--- config.mk ---
export PLATFORM = sky130hd
export DESIGN_NAME = dest_addr_filter
export DESIGN_NICKNAME = d
export VERILOG_FILES = /design/src/rtl/daf_pkg.sv /design/src/rtl/daf_ctrl.sv /design/src/rtl/daf_datapath.sv /design/src/rtl/dest_addr_filter.sv
export SDC_FILE = /design/constraint.sdc
export NUM_CORES = 2
export LEC_CHECK = 0
export CORE_MARGIN = 10
export CORE_UTILIZATION = 55
export DETAILED_ROUTE_END_ITERATION = 16
export PLACE_DENSITY_LB_ADDON = 0.05
export SETUP_SLACK_MARGIN = 0.2
export SLEW_MARGIN = 20
export SYNTH_ARGS = -nofsm -noshare
export SYNTH_HDL_FRONTEND = slang
export SYNTH_SLANG_ARGS = --single-unit
--- constraint.sdc ---
create_clock -name clk -period 2.4 [get_ports clk]
set_clock_uncertainty 0.2 [all_clocks]
set_input_delay 0.24 -clock clk [delete_from_list [all_inputs] [get_ports clk]]
set_output_delay 0.24 -clock clk [all_outputs]
set_load 0.005 [all_outputs]
--- src/rtl/daf_pkg.sv ---
package daf_pkg;
  localparam int ADDR_BYTES = 6;
  localparam int ADDR_BITS  = ADDR_BYTES * 8;
  localparam int WORD_BITS  = 16;
  localparam int ADDR_WORDS = ADDR_BITS / WORD_BITS;
  localparam int IDX_W      = $clog2(ADDR_BYTES);
  localparam int WSEL_W     = $clog2(ADDR_WORDS + 1);
  // status word flag positions decoded by the receive status writer
  localparam int FLAG_GROUP = 8;
  localparam int FLAG_BCAST = 7;

  typedef struct packed {
    logic             capture;
    logic             last;
    logic [IDX_W-1:0] idx;
  } byte_strobe_t;
endpackage

--- src/rtl/daf_ctrl.sv ---
module daf_ctrl
  import daf_pkg::*;
(
  input  logic         clk,
  input  logic         rstN,
  input  logic         inValid,
  input  logic         inSof,
  output byte_strobe_t strb
);
  logic [IDX_W-1:0] byteCnt;
  logic [IDX_W-1:0] curIdx;
  logic             take;
  logic             isLast;

  always_comb begin
    curIdx = inSof ? '0 : byteCnt;
    take   = inValid && (inSof || (byteCnt != '0));
    isLast = take && (curIdx == IDX_W'(ADDR_BYTES - 1));
  end

  always_ff @(posedge clk or negedge rstN) begin
    if (!rstN)     byteCnt <= '0;
    else if (take) byteCnt <= isLast ? '0 : curIdx + 1'b1;
  end

  assign strb = '{capture: take, last: isLast, idx: curIdx};

  // counter stays inside one address
  p_cnt_range_r2: assert property (@(posedge clk) disable iff (!rstN)
    byteCnt < IDX_W'(ADDR_BYTES));

  // start of frame always reopens at the second byte slot
  p_sof_restart_r10: assert property (@(posedge clk) disable iff (!rstN)
    (inValid && inSof) |=> (byteCnt == IDX_W'(1)));
endmodule

--- src/rtl/daf_datapath.sv ---
module daf_datapath
  import daf_pkg::*;
#(
  parameter int NUM_ENTRIES = 16,
  parameter int SEL_W       = $clog2(NUM_ENTRIES)
) (
  input  logic                   clk,
  input  logic                   rstN,
  input  byte_strobe_t           strb,
  input  logic [7:0]             inByte,
  input  logic                   modePromisc,
  input  logic                   modeAllGroup,
  input  logic                   modeBcast,
  input  logic [NUM_ENTRIES-1:0] entryEnable,
  input  logic                   tblWrEn,
  input  logic [SEL_W-1:0]       tblWrIdx,
  input  logic [ADDR_BITS-1:0]   tblWrWords,
  input  logic                   inResetMode,
  input  logic [SEL_W-1:0]       rdPtr,
  input  logic [WSEL_W-1:0]      rdWordSel,
  output logic [WORD_BITS-1:0]   rdData,
  output logic                   decValid,
  output logic                   decAccept,
  output logic [WORD_BITS-1:0]   decType
);
  localparam logic [WORD_BITS-1:0] FLAG_MASK =
    (WORD_BITS'(1) << FLAG_GROUP) | (WORD_BITS'(1) << FLAG_BCAST);

  logic [ADDR_BITS-1:0]   addrHold;
  logic [ADDR_BITS-1:0]   fullAddr;
  logic [ADDR_BITS-1:0]   tbl [NUM_ENTRIES];
  logic [NUM_ENTRIES-1:0] hitVec;
  logic                   nextAccept;
  logic [WORD_BITS-1:0]   nextType;
  logic [ADDR_BITS-1:0]   rdEntry;

  always_ff @(posedge clk or negedge rstN) begin
    if (!rstN)             addrHold <= '0;
    else if (strb.capture) addrHold[{strb.idx, 3'b000} +: 8] <= inByte;
  end

  // the last byte joins the held bytes in the cycle it arrives
  assign fullAddr = {inByte, addrHold[ADDR_BITS-9:0]};

  always_ff @(posedge clk or negedge rstN) begin
    if (!rstN) begin
      for (int e = 0; e < NUM_ENTRIES; e++) tbl[e] <= '0;
    end else if (tblWrEn) begin
      tbl[tblWrIdx] <= tblWrWords;
    end
  end

  for (genvar i = 0; i < NUM_ENTRIES; i++) begin : g_match
    assign hitVec[i] = entryEnable[i] && (tbl[i] == fullAddr);
  end

  always_comb begin
    nextAccept = 1'b0;
    nextType   = '0;
    if (modePromisc && !fullAddr[0]) begin
      nextAccept = 1'b1;
    end else if (modeAllGroup && fullAddr[0]) begin
      nextAccept           = 1'b1;
      nextType[FLAG_GROUP] = 1'b1;
    end else if (modeBcast && (&fullAddr)) begin
      nextAccept           = 1'b1;
      nextType[FLAG_BCAST] = 1'b1;
    end else if (|hitVec) begin
      nextAccept = 1'b1;
    end
  end

  always_ff @(posedge clk or negedge rstN) begin
    if (!rstN) begin
      decValid  <= 1'b0;
      decAccept <= 1'b0;
      decType   <= '0;
    end else begin
      decValid  <= strb.last;
      decAccept <= strb.last && nextAccept;
      decType   <= strb.last ? nextType : '0;
    end
  end

  assign rdEntry = tbl[rdPtr];

  always_comb begin
    rdData = '0;
    if (inResetMode) begin
      for (int k = 0; k < ADDR_WORDS; k++) begin
        if (rdWordSel == WSEL_W'(k)) rdData = rdEntry[k*WORD_BITS +: WORD_BITS];
      end
    end
  end

  // exactly one strobe per completed address
  p_pulse_after_last_r2: assert property (@(posedge clk) disable iff (!rstN)
    strb.last |=> decValid);
  p_no_spurious_r2: assert property (@(posedge clk) disable iff (!rstN)
    !strb.last |=> !decValid);
  p_quiet_idle_r2: assert property (@(posedge clk) disable iff (!rstN)
    !decValid |-> (!decAccept && (decType == '0)));
  // a type flag only comes with an accept
  p_flag_needs_accept_r7: assert property (@(posedge clk) disable iff (!rstN)
    (decType != '0) |-> decAccept);
  // at most one flag, only at the two defined positions
  p_flag_shape_r4: assert property (@(posedge clk) disable iff (!rstN)
    $onehot0(decType) && ((decType & ~FLAG_MASK) == '0));
endmodule

--- src/rtl/dest_addr_filter.sv ---
module dest_addr_filter
  import daf_pkg::*;
#(
  parameter int NUM_ENTRIES = 16,
  parameter int SEL_W       = $clog2(NUM_ENTRIES)
) (
  input  logic                   clk,
  input  logic                   rstN,
  input  logic [7:0]             inByte,
  input  logic                   inValid,
  input  logic                   inSof,
  input  logic                   modePromisc,
  input  logic                   modeAllGroup,
  input  logic                   modeBcast,
  input  logic [NUM_ENTRIES-1:0] entryEnable,
  input  logic                   tblWrEn,
  input  logic [SEL_W-1:0]       tblWrIdx,
  input  logic [ADDR_BITS-1:0]   tblWrWords,
  input  logic                   inResetMode,
  input  logic [SEL_W-1:0]       rdPtr,
  input  logic [WSEL_W-1:0]      rdWordSel,
  output logic [WORD_BITS-1:0]   rdData,
  output logic                   decValid,
  output logic                   decAccept,
  output logic [WORD_BITS-1:0]   decType
);
  byte_strobe_t strb;

  daf_ctrl u_ctrl (
    .clk     (clk),
    .rstN    (rstN),
    .inValid (inValid),
    .inSof   (inSof),
    .strb    (strb)
  );

  daf_datapath #(
    .NUM_ENTRIES (NUM_ENTRIES),
    .SEL_W       (SEL_W)
  ) u_dp (
    .clk          (clk),
    .rstN         (rstN),
    .strb         (strb),
    .inByte       (inByte),
    .modePromisc  (modePromisc),
    .modeAllGroup (modeAllGroup),
    .modeBcast    (modeBcast),
    .entryEnable  (entryEnable),
    .tblWrEn      (tblWrEn),
    .tblWrIdx     (tblWrIdx),
    .tblWrWords   (tblWrWords),
    .inResetMode  (inResetMode),
    .rdPtr        (rdPtr),
    .rdWordSel    (rdWordSel),
    .rdData       (rdData),
    .decValid     (decValid),
    .decAccept    (decAccept),
    .decType      (decType)
  );
endmodule

==> summary.md <==
Status
• complete, but fails checks — outcome
• setup timing — violated checks

Critical path
• output pin — crit path capture type
• 9 — Worst Reg-to-Reg Cells
• flop — startpoint type of the worst setup path
• 3.01 ns — arrival time reported for the critical path endpoint
• 1.96 ns — required time at the endpoint of the critical path
• 2 — maximum fanout along the worst path
• u_dp.tbl[491] — startpoint of the most critical register-to-register path
• flop to output pin — Worst Path Class, Setup
• -0.64 ns — flop2flop setup slack
• u_dp.decAccept — Reg-to-Reg End
• u_dp.tbl[195] — origin of the worst setup path
• rdData[3] — CP endpoint

Yosys
• 0.448 — sequential cell area fraction in the yosys report
• 815 — number of register bits inferred by synthesis
• 1.00 — share of flip-flops with an asynchronous set or reset
• sky130_fd_sc_hd__dfrtp_1 45%, sky130_fd_sc_hd__mux2_2 19%, sky130_fd_sc_hd__mux4_2 12% — main area contributors after synthesis
• 52 — Synth cell types
• 3461 — post-synthesis instance total
• 45500 um2 — cell area after synthesis
• sky130_fd_sc_hd__dfrtp_1 — most area-hungry cell type in the Yosys netlist
• 0 — Yosys Warn Count
• 0 — number of enable flip-flop cells after synthesis
• 13.2 um2 — post-synthesis area per instance
• 0.448 — share of the synthesized area in the top cell type
• sky130_fd_sc_hd__dfrtp_1 — dominant register cell in the synthesized netlist

Routing
• 9 — first-pass iteration count of the detailed router
• 260000 um — wire length after detailed routing
• 42100 — routed vias
• 43.0 um — average wire length per cell after detail routing
• 6.97 — vias per cell
• 7460 — drt initial violations
• 0 — Remaining DRCs
• 0 — count of antenna-violating nets left after detailed routing

Placement
• 195000 um — detailed placement HPWL
• 110 — total of buffers placed on input and output ports
• 59300 um2 — Area after DPL
• 1.27 — gpl congestion

Clock tree
• 3 — deepest clock path buffer count
• 90 — TritonCTS buffer count
• 0.68 ns — Worst-Skew Late Latency
• 3 — H-tree levels
• 0.06 ns — clock slew at the register clock pins of the worst setup and hold paths
• 815 — TritonCTS sink count
• built — CTS tree
• sky130_fd_sc_hd__clkbuf_16 — Clock Root Buffer

GRT
• 33 — number of antenna violations at the first check in global routing
• 350000 um — first-pass GRT wire length
• 87 — pin count of the biggest net entering global routing
• 41700 — vias in the first global route
• 0 — sum of overflow across all layers after global routing
• 0.545 — total routing resource utilization after global routing

Floorplanning
• 94700 um2 — Die ar.
• 125 — ports placed on the boundary
• 0.555 — Initial Util
• 105 — count of standard-cell rows
• 308 um — vertical die dimension
• 82100 um2 — core region area
• 308 um — Die X

Timing
• 3.45 ns — post-layout minimum cycle time
• 0.290 GHz — maximum operating frequency
• 1.34 ns — pin slew with the least headroom to its limit
• 0 — final hold viol count
• -1.05 ns — post-route worst setup slack
• 1.44 — portion of the clock cycle consumed by the worst path in the final layout
• true — unrepaired setup endpoints after global routing
• -16.34 ns — Setup TNS Final
• 17 — number of setup violations in the final report
• 0 — number of slew-limit violations in the final report
• 0.103 — relative slew slack

Layout
• 63900 um2 — cell area after layout
• 0.574 — share of post-route cells with drive strength above 1
• 40.3% — area added between synthesis and finish
• 4994 — nets@finish

Power and ir drop
• 0.939 mV — highest ir drop seen on vdd
• 28.7 nW — leakage dissipation
• 1240 nW/um2 — power density normalized to cell area

Min path
• input pin to flop — type of the tightest min-delay check

Job
• 0 — count of max-cap constraint violations

[flip-flops by register name, summed over array words and instances (netlist names)]
| signal | flops |
|---|---|
| u_dp.decAccept | 1 |
| u_dp.decType | 2 |
| u_dp.addrHold | 40 |
| u_dp.decValid | 1 |
| u_ctrl.byteCnt | 3 |
| u_dp.tbl | 768 |
[logic make-up after synthesis]
kind of cell             count (synthesis)  share of synthesized area
buffers and inverters                  383                     0.0358
flip-flops                             815                      0.448
XOR/XNOR                               681                      0.131
other                                    1                  0.0000824
AND/OR/NAND/NOR                        392                     0.0490
adder cells (fa/ha/maj)                  4                    0.00110
multiplexers                          1017                      0.310
AO/OA/AOI/OAI                          168                     0.0247
[metal layers]
| metal | track usage | vias to the layer above | wire length, um |
|---|---|---|---|
| li1 | - | 15500 | - |
| met1 | 0.610 | 21100 | 83700 |
| met2 | 0.735 | 4147 | 102000 |
| met3 | 0.315 | 1324 | 44200 |
| met4 | 0.455 | 48 | 29400 |
| met5 | 0.0222 | - | 757 |
[worst min path at each step]
stage / start / end / slack (ns) / cells past startpoint
after detailed placement: rstN / u_ctrl.byteCnt[2] / -0.04 / 1
after global routing: modeAllGroup / u_dp.decType[8] / 0.10 / 3
final: modeAllGroup / u_dp.decType[8] / 0.05 / 3
after global placement: rstN / u_ctrl.byteCnt[2] / -0.04 / 1
after CTS: modeAllGroup / u_dp.decType[8] / 0.02 / 3
after floorplan: rstN / u_ctrl.byteCnt[0] / -0.26 / 0
[synth_stat cells (7+ instances only)]
cell type and instances:
sky130_fd_sc_hd__a221oi_1 11, sky130_fd_sc_hd__a22o_1 14, sky130_fd_sc_hd__and2_1 16, sky130_fd_sc_hd__buf_1 48
sky130_fd_sc_hd__buf_2 74, sky130_fd_sc_hd__buf_4 23, sky130_fd_sc_hd__clkbuf_1 159, sky130_fd_sc_hd__dfrtp_1 815
sky130_fd_sc_hd__inv_1 73, sky130_fd_sc_hd__mux2_2 761, sky130_fd_sc_hd__mux2i_1 16, sky130_fd_sc_hd__mux4_2 240
sky130_fd_sc_hd__nand2_1 61, sky130_fd_sc_hd__nand2b_1 14, sky130_fd_sc_hd__nand3_1 18, sky130_fd_sc_hd__nand4_1 108
sky130_fd_sc_hd__nor2_1 21, sky130_fd_sc_hd__nor3_1 15, sky130_fd_sc_hd__nor4_1 120, sky130_fd_sc_hd__o21ai_0 61
sky130_fd_sc_hd__o22ai_1 44, sky130_fd_sc_hd__o2bb2ai_1 7, sky130_fd_sc_hd__xnor2_1 304, sky130_fd_sc_hd__xor2_1 377
[repair_timing]
action	CTS	global route
resized for setup	202	71
endpoints found under the setup margin	27	36
setup buffers	21	18
pin swaps	24	29
hold buffers	2	0
cloned	1	1
endpoints found under the hold margin	751	0
[report_power, final]
| part | switching (W) | internal (W) |
|---|---|---|
| Combinational | 0.0257 | 0.0191 |
| Sequential | 0.00302 | 0.0171 |
| Clock | 0.00625 | 0.00819 |
| Total | 0.0349 | 0.0444 |
[critical path: stages, from the launching register on]
cell	delay [ns]
sky130_fd_sc_hd__dfrtp_1	0.39
sky130_fd_sc_hd__mux4_2	0.49
sky130_fd_sc_hd__mux4_2	0.59
sky130_fd_sc_hd__mux2i_1	0.21
sky130_fd_sc_hd__buf_4	0.18
sky130_fd_sc_hd__o22ai_2	0.10
sky130_fd_sc_hd__and2_1	0.18
sky130_fd_sc_hd__clkdlybuf4s15_2	0.21
[layout make-up]
cell class / count / area, um2
tap: 1070 / 1340
multi-input combinational: 2276 / 24700
clock buffer: 131 / 2650
clock inverter: 29 / 327
inverter: 77 / 289
fill: 4918 / 18200
sequential: 815 / 20400
antenna: 9 / 22.5
timing repair buffer: 1639 / 14100
[metrics by stage]
step | total power, W | utilization | hold slack (ns) | std cells | setup slack [ns]
after global routing | 0.0789 | 0.778 | 0.103 | 6038 | -1.04
final | 0.0794 | 0.778 | 0.0517 | 6046 | -1.05
after global placement | 0.0580 | 0.723 | -0.0406 | 5834 | -1.24
after CTS | 0.0744 | 0.771 | 0.0218 | 6018 | -0.981
after floorplan | 0.0333 | - | -0.256 | 3474 | 0.00262
after detailed placement | 0.0587 | 0.723 | -0.0428 | 5834 | -1.31
[placed cells by master, fill, tap and decap left out, types with 7 or more instances in the layout]
| cell type | count |
|---|---|
| sky130_fd_sc_hd__a221oi_1 | 11 |
| sky130_fd_sc_hd__a22o_1 | 14 |
| sky130_fd_sc_hd__and2_1 | 13 |
| sky130_fd_sc_hd__buf_12 | 111 |
| sky130_fd_sc_hd__buf_2 | 11 |
| sky130_fd_sc_hd__buf_4 | 1387 |
| sky130_fd_sc_hd__buf_6 | 26 |
| sky130_fd_sc_hd__buf_8 | 7 |
| sky130_fd_sc_hd__clkbuf_1 | 17 |
| sky130_fd_sc_hd__clkbuf_16 | 92 |
| sky130_fd_sc_hd__clkbuf_8 | 25 |
| sky130_fd_sc_hd__clkdlybuf4s50_1 | 89 |
| sky130_fd_sc_hd__clkinv_2 | 20 |
| sky130_fd_sc_hd__conb_1 | 14 |
| sky130_fd_sc_hd__dfrtp_1 | 795 |
| sky130_fd_sc_hd__dfrtp_2 | 20 |
| sky130_fd_sc_hd__diode_2 | 9 |
| sky130_fd_sc_hd__inv_1 | 72 |
| sky130_fd_sc_hd__mux2_2 | 760 |
| sky130_fd_sc_hd__mux2i_1 | 12 |
| sky130_fd_sc_hd__mux4_2 | 240 |
| sky130_fd_sc_hd__nand2_1 | 58 |
| sky130_fd_sc_hd__nand2b_1 | 11 |
| sky130_fd_sc_hd__nand3_1 | 16 |
| sky130_fd_sc_hd__nand4_1 | 108 |
| sky130_fd_sc_hd__nor2_1 | 12 |
| sky130_fd_sc_hd__nor2_4 | 9 |
| sky130_fd_sc_hd__nor3_1 | 12 |
| sky130_fd_sc_hd__nor4_1 | 82 |
| sky130_fd_sc_hd__nor4_2 | 31 |
| sky130_fd_sc_hd__nor4_4 | 7 |
| sky130_fd_sc_hd__o21ai_0 | 56 |
| sky130_fd_sc_hd__o22ai_1 | 32 |
| sky130_fd_sc_hd__o22ai_4 | 9 |
| sky130_fd_sc_hd__o2bb2ai_1 | 7 |
| sky130_fd_sc_hd__xnor2_1 | 279 |
| sky130_fd_sc_hd__xnor2_2 | 19 |
| sky130_fd_sc_hd__xor2_1 | 361 |
| sky130_fd_sc_hd__xor2_2 | 15 |
(Power assumes the default switching activity.)
